`src/rtl/mu_pkg.sv`:
```
// Package: shared offsets, register select type and the address decoder
// for the mini UART register front end. Assumes word-aligned offsets.
package mu_pkg;

    localparam logic [5:0] W_PEND  = 6'h00;  // 0x00
    localparam logic [5:0] W_ENA   = 6'h01;  // 0x04
    localparam logic [5:0] W_DATA  = 6'h10;  // 0x40
    localparam logic [5:0] W_IEN   = 6'h11;  // 0x44
    localparam logic [5:0] W_IID   = 6'h12;  // 0x48
    localparam logic [5:0] W_LSTAT = 6'h15;  // 0x54
    localparam logic [5:0] W_CTRL  = 6'h18;  // 0x60
    localparam logic [5:0] W_XSTAT = 6'h19;  // 0x64

    localparam logic [7:0] IEN_RD_OR   = 8'hC0;
    localparam logic [7:0] LSTAT_BASE  = 8'h60;
    localparam logic [31:0] XSTAT_BASE = 32'h0000_030E;
    localparam logic [31:0] CTRL_VAL   = 32'h0000_0003;

    typedef enum logic [3:0] {
        SEL_NONE,
        SEL_PEND,
        SEL_ENA,
        SEL_DATA,
        SEL_IEN,
        SEL_IID,
        SEL_LSTAT,
        SEL_CTRL,
        SEL_XSTAT
    } reg_sel_e;

    // Map a word index to the register it selects; unlisted words select nothing.
    function automatic reg_sel_e decode_word(input logic [5:0] w);
        case (w)
            W_PEND:  return SEL_PEND;
            W_ENA:   return SEL_ENA;
            W_DATA:  return SEL_DATA;
            W_IEN:   return SEL_IEN;
            W_IID:   return SEL_IID;
            W_LSTAT: return SEL_LSTAT;
            W_CTRL:  return SEL_CTRL;
            W_XSTAT: return SEL_XSTAT;
            default: return SEL_NONE;
        endcase
    endfunction

endpackage

```
`src/rtl/mu_rx_fifo.sv`:
```
// Circular receive queue. The write slot is the read position plus the
// fill count, modulo DEPTH. A pop on an empty queue is ignored. A flush
// zeroes the count and leaves the read position where it is. Assumes the
// caller never asserts push while the queue is full or flushing.
module mu_rx_fifo #(
    parameter int DEPTH  = 8,
    parameter int DATA_W = 8,
    localparam int PTR_W = (DEPTH > 1) ? $clog2(DEPTH) : 1,
    localparam int CNT_W = $clog2(DEPTH + 1)
) (
    input  logic              clk,
    input  logic              rst_n,
    input  logic              push,
    input  logic [DATA_W-1:0] push_data,
    input  logic              pop_req,
    input  logic              flush,
    output logic [DATA_W-1:0] head_data,
    output logic [CNT_W-1:0]  fill,
    output logic              has_room
);

    logic [DATA_W-1:0] slots [DEPTH];
    logic [PTR_W-1:0]  rd_pos;
    logic [CNT_W-1:0]  cnt;
    logic [PTR_W-1:0]  wr_slot;
    logic              pop_ok;

    // Write slot: read position plus count, folded back into range.
    always_comb begin
        logic [CNT_W:0] sum;
        sum = (CNT_W + 1)'(rd_pos) + (CNT_W + 1)'(cnt);
        if (sum >= (CNT_W + 1)'(DEPTH))
            sum = sum - (CNT_W + 1)'(DEPTH);
        wr_slot = sum[PTR_W-1:0];
    end

    assign pop_ok    = pop_req && (cnt != '0);
    assign head_data = slots[rd_pos];
    assign fill      = cnt;
    assign has_room  = (cnt < CNT_W'(DEPTH));

    // One storage register per slot, loaded when the write slot hits it.
    for (genvar g = 0; g < DEPTH; g++) begin : g_slot
        always_ff @(posedge clk) begin
            if (!rst_n)
                slots[g] <= '0;
            else if (push && (wr_slot == PTR_W'(g)))
                slots[g] <= push_data;
        end
    end

    // Read position advances with wraparound on an effective pop.
    always_ff @(posedge clk) begin
        if (!rst_n)
            rd_pos <= '0;
        else if (pop_ok)
            rd_pos <= (rd_pos == PTR_W'(DEPTH - 1)) ? '0 : rd_pos + 1'b1;
    end

    // Fill count: flush wins, otherwise add pushes and subtract pops.
    always_ff @(posedge clk) begin
        if (!rst_n)
            cnt <= '0;
        else if (flush)
            cnt <= '0;
        else
            cnt <= cnt + CNT_W'(push) - CNT_W'(pop_ok);
    end

endmodule

```
`src/rtl/mu_irq_ctrl.sv`:
```
// Interrupt enable storage and pending logic. The pending vector is a
// function of the stored enables and the queue state, so it is current
// after every access and every received byte. The module also builds the
// identification byte, which gives the receive cause priority.
module mu_irq_ctrl #(
    localparam int EN_W = 2
) (
    input  logic            clk,
    input  logic            rst_n,
    input  logic            ien_wr,
    input  logic [EN_W-1:0] ien_wdata,
    input  logic            rx_nonempty,
    output logic [EN_W-1:0] ien_q,
    output logic [EN_W-1:0] pend,
    output logic            irq,
    output logic [7:0]      iid_byte
);

    localparam int TX_BIT = 0;
    localparam int RX_BIT = 1;

    // Enable register keeps only the two cause bits.
    always_ff @(posedge clk) begin
        if (!rst_n)
            ien_q <= '0;
        else if (ien_wr)
            ien_q <= ien_wdata;
    end

    // Pending causes: transmit is always ready, receive needs data.
    always_comb begin
        pend         = '0;
        pend[TX_BIT] = ien_q[TX_BIT];
        pend[RX_BIT] = ien_q[RX_BIT] && rx_nonempty;
    end

    assign irq = |pend;

    // Identification byte: receive cause first, bit 0 means nothing pending.
    always_comb begin
        iid_byte    = 8'hC0;
        iid_byte[2] = rx_nonempty;
        iid_byte[1] = !rx_nonempty;
        iid_byte[0] = !irq;
    end

endmodule

```
`src/rtl/mu_rd_mux.sv`:
```
// Read data composer and output register. Selects the word for the
// addressed register from the live state and loads it on a read access.
// The output holds between reads. Assumes the state inputs are the values
// before the access edge.
module mu_rd_mux
    import mu_pkg::*;
#(
    parameter int BUS_W  = 32,
    parameter int DATA_W = 8,
    parameter int CNT_W  = 4,
    parameter int EN_W   = 2,
    localparam int FILL_LSB = 16
) (
    input  logic              clk,
    input  logic              rst_n,
    input  logic              rd_en,
    input  reg_sel_e          sel,
    input  logic [DATA_W-1:0] head_data,
    input  logic [EN_W-1:0]   ien_q,
    input  logic              irq,
    input  logic [7:0]        iid_byte,
    input  logic [CNT_W-1:0]  fill,
    output logic [BUS_W-1:0]  rdata
);

    logic [BUS_W-1:0] word;
    logic             nonempty;

    assign nonempty = (fill != '0);

    // Build the word for the selected register.
    always_comb begin
        word = '0;
        case (sel)
            SEL_PEND:  word[0] = irq;
            SEL_ENA:   word[0] = 1'b1;
            SEL_DATA:  word[DATA_W-1:0] = head_data;
            SEL_IEN:   word[7:0] = IEN_RD_OR | 8'(ien_q);
            SEL_IID:   word[7:0] = iid_byte;
            SEL_LSTAT: word[7:0] = LSTAT_BASE | 8'(nonempty);
            SEL_CTRL:  word = BUS_W'(CTRL_VAL);
            SEL_XSTAT: begin
                word = BUS_W'(XSTAT_BASE);
                word[0] = nonempty;
                word[FILL_LSB +: CNT_W] = fill;
            end
            default:   word = '0;
        endcase
    end

    // Capture the word on a read; hold otherwise.
    always_ff @(posedge clk) begin
        if (!rst_n)
            rdata <= '0;
        else if (rd_en)
            rdata <= word;
    end

endmodule

```
`src/rtl/mu_regfront.sv`:
```
// Mini UART register front end, top level. Decodes one-cycle word
// accesses, steers side effects into the receive queue and the interrupt
// logic, and drives the transmit strobe. Assumes at most one bus access
// per cycle and a sender that honours rx_ready.
module mu_regfront
    import mu_pkg::*;
#(
    parameter int DEPTH  = 8,
    parameter int DATA_W = 8,
    parameter int BUS_W  = 32,
    parameter int ADDR_W = 8,
    localparam int CNT_W = $clog2(DEPTH + 1),
    localparam int EN_W  = 2
) (
    input  logic              clk,
    input  logic              rst_n,
    input  logic              bus_en,
    input  logic              bus_we,
    input  logic [ADDR_W-1:0] bus_addr,
    input  logic [BUS_W-1:0]  bus_wdata,
    output logic [BUS_W-1:0]  bus_rdata,
    input  logic              rx_valid,
    input  logic [DATA_W-1:0] rx_data,
    output logic              rx_ready,
    output logic              tx_valid,
    output logic [DATA_W-1:0] tx_data,
    output logic              irq
);

    reg_sel_e          sel;
    logic              wr_acc, rd_acc;
    logic              flush_now, pop_now, push_now;
    logic              has_room;
    logic [DATA_W-1:0] head_data;
    logic [CNT_W-1:0]  fill_cnt;
    logic [EN_W-1:0]   ien_q, pend;
    logic [7:0]        iid_byte;

    // Access decode: word index from the upper offset bits.
    assign sel       = decode_word(bus_addr[7:2]);
    assign wr_acc    = bus_en && bus_we;
    assign rd_acc    = bus_en && !bus_we;
    assign flush_now = wr_acc && (sel == SEL_IID) && bus_wdata[1];
    assign pop_now   = rd_acc && (sel == SEL_DATA);
    assign rx_ready  = has_room && !flush_now;
    assign push_now  = rx_valid && rx_ready;

    mu_rx_fifo #(
        .DEPTH  (DEPTH),
        .DATA_W (DATA_W)
    ) u_fifo (
        .clk       (clk),
        .rst_n     (rst_n),
        .push      (push_now),
        .push_data (rx_data),
        .pop_req   (pop_now),
        .flush     (flush_now),
        .head_data (head_data),
        .fill      (fill_cnt),
        .has_room  (has_room)
    );

    mu_irq_ctrl u_irq (
        .clk         (clk),
        .rst_n       (rst_n),
        .ien_wr      (wr_acc && (sel == SEL_IEN)),
        .ien_wdata   (bus_wdata[EN_W-1:0]),
        .rx_nonempty (fill_cnt != '0),
        .ien_q       (ien_q),
        .pend        (pend),
        .irq         (irq),
        .iid_byte    (iid_byte)
    );

    mu_rd_mux #(
        .BUS_W  (BUS_W),
        .DATA_W (DATA_W),
        .CNT_W  (CNT_W),
        .EN_W   (EN_W)
    ) u_rd (
        .clk       (clk),
        .rst_n     (rst_n),
        .rd_en     (rd_acc),
        .sel       (sel),
        .head_data (head_data),
        .ien_q     (ien_q),
        .irq       (irq),
        .iid_byte  (iid_byte),
        .fill      (fill_cnt),
        .rdata     (bus_rdata)
    );

    // Transmit strobe: one cycle per data-register write, sent at once.
    always_ff @(posedge clk) begin
        if (!rst_n) begin
            tx_valid <= 1'b0;
            tx_data  <= '0;
        end else begin
            tx_valid <= wr_acc && (sel == SEL_DATA);
            if (wr_acc && (sel == SEL_DATA))
                tx_data <= bus_wdata[DATA_W-1:0];
        end
    end

endmodule

```
`config.mk`:
```
export PLATFORM = sky130hd
export DESIGN_NAME = mu_regfront
export DESIGN_NICKNAME = d
export VERILOG_FILES = /design/src/rtl/mu_pkg.sv /design/src/rtl/mu_rx_fifo.sv /design/src/rtl/mu_irq_ctrl.sv /design/src/rtl/mu_rd_mux.sv /design/src/rtl/mu_regfront.sv
export SDC_FILE = /design/constraint.sdc
export NUM_CORES = 1
export LEC_CHECK = 0
export BUFFER_PORTS_ARGS = -buffer_cell sky130_fd_sc_hd__buf_2
export CAP_MARGIN = 20
export CORE_MARGIN = 3
export CORE_UTILIZATION = 30
export DETAILED_ROUTE_END_ITERATION = 12
export PLACE_DENSITY = 0.54
export SYNTH_ARGS = -nofsm -noshare
export SYNTH_HDL_FRONTEND = slang
export SYNTH_SLANG_ARGS = --single-unit
```
`constraint.sdc`:
```
create_clock -name clk -period 8.47 [get_ports clk]
set_input_delay 1.2705 -clock clk [delete_from_list [all_inputs] [get_ports clk]]
set_output_delay 1.2705 -clock clk [all_outputs]
set_load 0.02 [all_outputs]
```
==> results.json <==
{
  "status": "completed",
  "post-route-period-util_pct": 51.4,
  "slew_violations": 0,
  "cts_buffers": 9,
  "place_congestion": 0.784,
  "switching_share_pct": 26.9,
  "fillers": 1533,
  "place_inst": 670,
  "synth.yosys.seq_area_share_pct": 53.9,
  "synth.avg_cell_area_sq_um": 11.5,
  "holdCritPathClass": "reg2reg",
  "power_density_nw_per_um2": 206,
  "route.met2.wl_um": 5070,
  "grt_pass1_wl_um": 17300,
  "dp_slack_ns": 4.11,
  "grt_overflow_total": 0,
  "dr.pass1.iters": 5,
  "ys_ff_latch": 98,
  "ir_drop_uv": 102,
  "p_clk_share_pct": 36.3,
  "fin_crit_ns": 4.35,
  "hold_viol": 0,
  "synth_cells": 420,
  "finalNonFillerCells": 686,
  "netlist.area_leader.share_pct": 39.8,
  "fin_hold_ws_ns": 0.455,
  "tightest_slew_ns": 0.922,
  "crit_required_ns": 7.20,
  "dieArea_sq_um": 17600,
  "p_switching_uw": 308,
  "crit_top_cell": "buf_2",
  "cp-end-kind": "output port",
  "ys_types": 50,
  "tns_ns": 0,
  "clk_pin_slew_ns": 0.07,
  "dp_hpwl_um": 7810,
  "clock_latency_ns": 0.34,
  "grtUsageTotal_pct": 12.7,
  "coreArea_sq_um": 15500,
  "routed-wl-met3_um": 829,
  "yosysTopAreaCell": "edfxtp_1",
  "p_leak_uw": 0.00212,
  "cts.sinks": 98,
  "viasPerCell": 4.65,
  "cts_max_level": 3,
  "initial_core_util_pct": 31.2,
  "wl_per_cell_um": 16.0,
  "io-pin-count": 96,
  "synth_warnings": 0,
  "final_layout_size_suffix_gt1_share_pct": 22.7,
  "drc": 0,
  "p_int_uw": 839,
  "dr_total_vias": 3193,
  "grt_max_degree": 23,
  "cts_tree": "built",
  "n_antenna_cell": 0,
  "async_flop_share_pct": 0,
  "die_y_um": 133,
  "num_rows": 45,
  "drtAntennaViolNets": 0,
  "ctsHoldBuffers": 0,
  "setup_violations": 0,
  "grt_pass1_vias": 3124,
  "cp_top_family": "simple AND/OR/NAND/NOR gates",
  "final_nets": 536,
  "combPwrFrac_pct": 15.1,
  "area_growth_pct": 15.3,
  "reg2reg_depth": 7,
  "drt-total-wl_um": 11000,
  "antenna_found_initial": 0,
  "cpMaxStageDelayCell": "o22ai_2",
  "syn_area_sq_um": 4830,
  "crit_chain": "buf_2, inv_1, ha_1, or3b_1, o22ai_2, nor4_2, nor2_1, buf_2",
  "cp_max_fo": 12,
  "max_stage_delay_ns": 0.47,
  "critical_path_class": "in2out",
  "cap_violations": 0,
  "ys_dominant_reg_cell": "edfxtp_1",
  "wirelength_met1_um": 4960,
  "routed.top_layer": "met4",
  "cp_num_cells": 8,
  "max_freq_mhz": 230,
  "port_buffers": 51,
  "ctsResizeCount": 0,
  "p_seq_share_pct": 48.6,
  "synth_edf_count": 64,
  "clock_skew_ns": 0.00752,
  "worst_slack_ns": 4.12,
  "cts-root-buf": "clkbuf_16",
  "rsz0062_at_grt": "false",
  "cp_data_arrival_time_ns": 3.08,
  "relSlewSlack_pct": 38.1,
  "die_w_um": 133,
  "post_cts_buffers": 0,
  "crit_path_start_kind": "input port",
  "drt_iter0_drc": 248,
  "critPathBufInv": 3,
  "hold_path_depth": 2,
  "clk_path_buf_depth": 2,
  "synth.area.top_cells": "edfxtp_1, dfxtp_1, mux4_2"
}
[final timing paths]
path | start | to | slack [ns]
setup / recovery | bus_addr[3] | rx_ready | 4.12
hold / removal | u_rd.rdata[19] | u_rd.rdata[19] | 0.46
setup reg to reg | u_fifo.fill[0] | u_fifo.slots[1][5] | 5.45
hold reg to reg | u_rd.rdata[19] | u_rd.rdata[19] | 0.46
[per-stage QoR]
stage / utilization, % / total power (uW) / cell area [sq um]
CTS: 36.0 / 1160 / 5570
finish: 36.0 / 1150 / 5570
global route: 36.0 / 1200 / 5570
floorplan: - / 692 / 4890
global placement: 33.8 / 738 / 5240
detailed placement: 34.0 / 743 / 5270
[cells in the final DEF (no fill, tap or decap), types with 12 or more instances in the layout]
| cell | count |
|---|---|
| a21oi_1 | 18 |
| conb_1 | 18 |
| edfxtp_1 | 64 |
| nand2_1 | 25 |
| mux4_2 | 16 |
| nor2_1 | 90 |
| dfxtp_1 | 34 |
| nand3_1 | 12 |
| mux2i_1 | 18 |
| buf_2 | 51 |
[state kept, by name, indices dropped and copies added (netlist names), named ones only]
signal and cells:
tx_data 8, u_fifo.fill 4, u_fifo.slots 64, tx_valid 1, u_rd.rdata 13, u_irq.ien_q 2
u_fifo.rd_pos 3
[worst reg2reg max path: stages (launching register included)]
cell     delay, ns
dfxtp_1       0.35
ha_1          0.22
fa_1          0.38
xor2_1        0.19
xnor2_1       0.26
nor2b_1       0.33
nand2_1       0.17
o21ai_1       0.76
[area by class of cell]
class | count | area, sq um | area share [%]
repair buffers | 57 | 320 | 5.75
clock inverters | 6 | 71.3 | 1.28
clock buffers | 10 | 229 | 4.11
inverters | 10 | 37.5 | 0.674
flip-flops and latches | 98 | 2600 | 46.8
multi-input cells | 294 | 2040 | 36.7
well taps | 211 | 264 | 4.74
[layer usage]
layer	track usage, %	vias up
met2	20.6	117
li1	-	1558
met3	3.50	8
met5	0	-
met1	16.8	1510
met4	3.41	0
[synth_stat cells, types with 3 or more instances]
cell and instances:
a21oi_1 18, a21o_1 3, nand2_1 25, buf_4 19, mux2_2 3, mux2i_1 18, and2_1 3, buf_1 3
inv_1 10, clkbuf_1 9, o21ai_0 11, nand3_1 12, ha_1 11, edfxtp_1 64, nor2_1 90, nor2b_1 6
dfxtp_1 34, nand2_4 9, o31ai_1 5, nand2b_1 7, buf_2 3, mux4_2 16, xor2_1 3, o21ai_1 3
[power groups by stage]
stage / clock network [uW] / registers, uW / logic [uW]
after floorplan: 0 / 565 / 127
after CTS: 425 / 558 / 175
final: 416 / 558 / 173
after global placement: 0 / 567 / 171
after global routing: 442 / 562 / 193
after detailed placement: 0 / 569 / 174
[cell families after synthesis]
family                   share of synthesized area [%]
adder cells (fa/ha/maj)                           3.68
AND/OR/NAND/NOR                                   18.0
flip-flops                                        53.9
other                                           0.0777
XOR/XNOR                                         0.907
buffers and inverters                             5.21
multiplexers                                      11.9
AO/OA/AOI/OAI                                     6.32
Note: power is estimated with default switching activity, not from simulation.
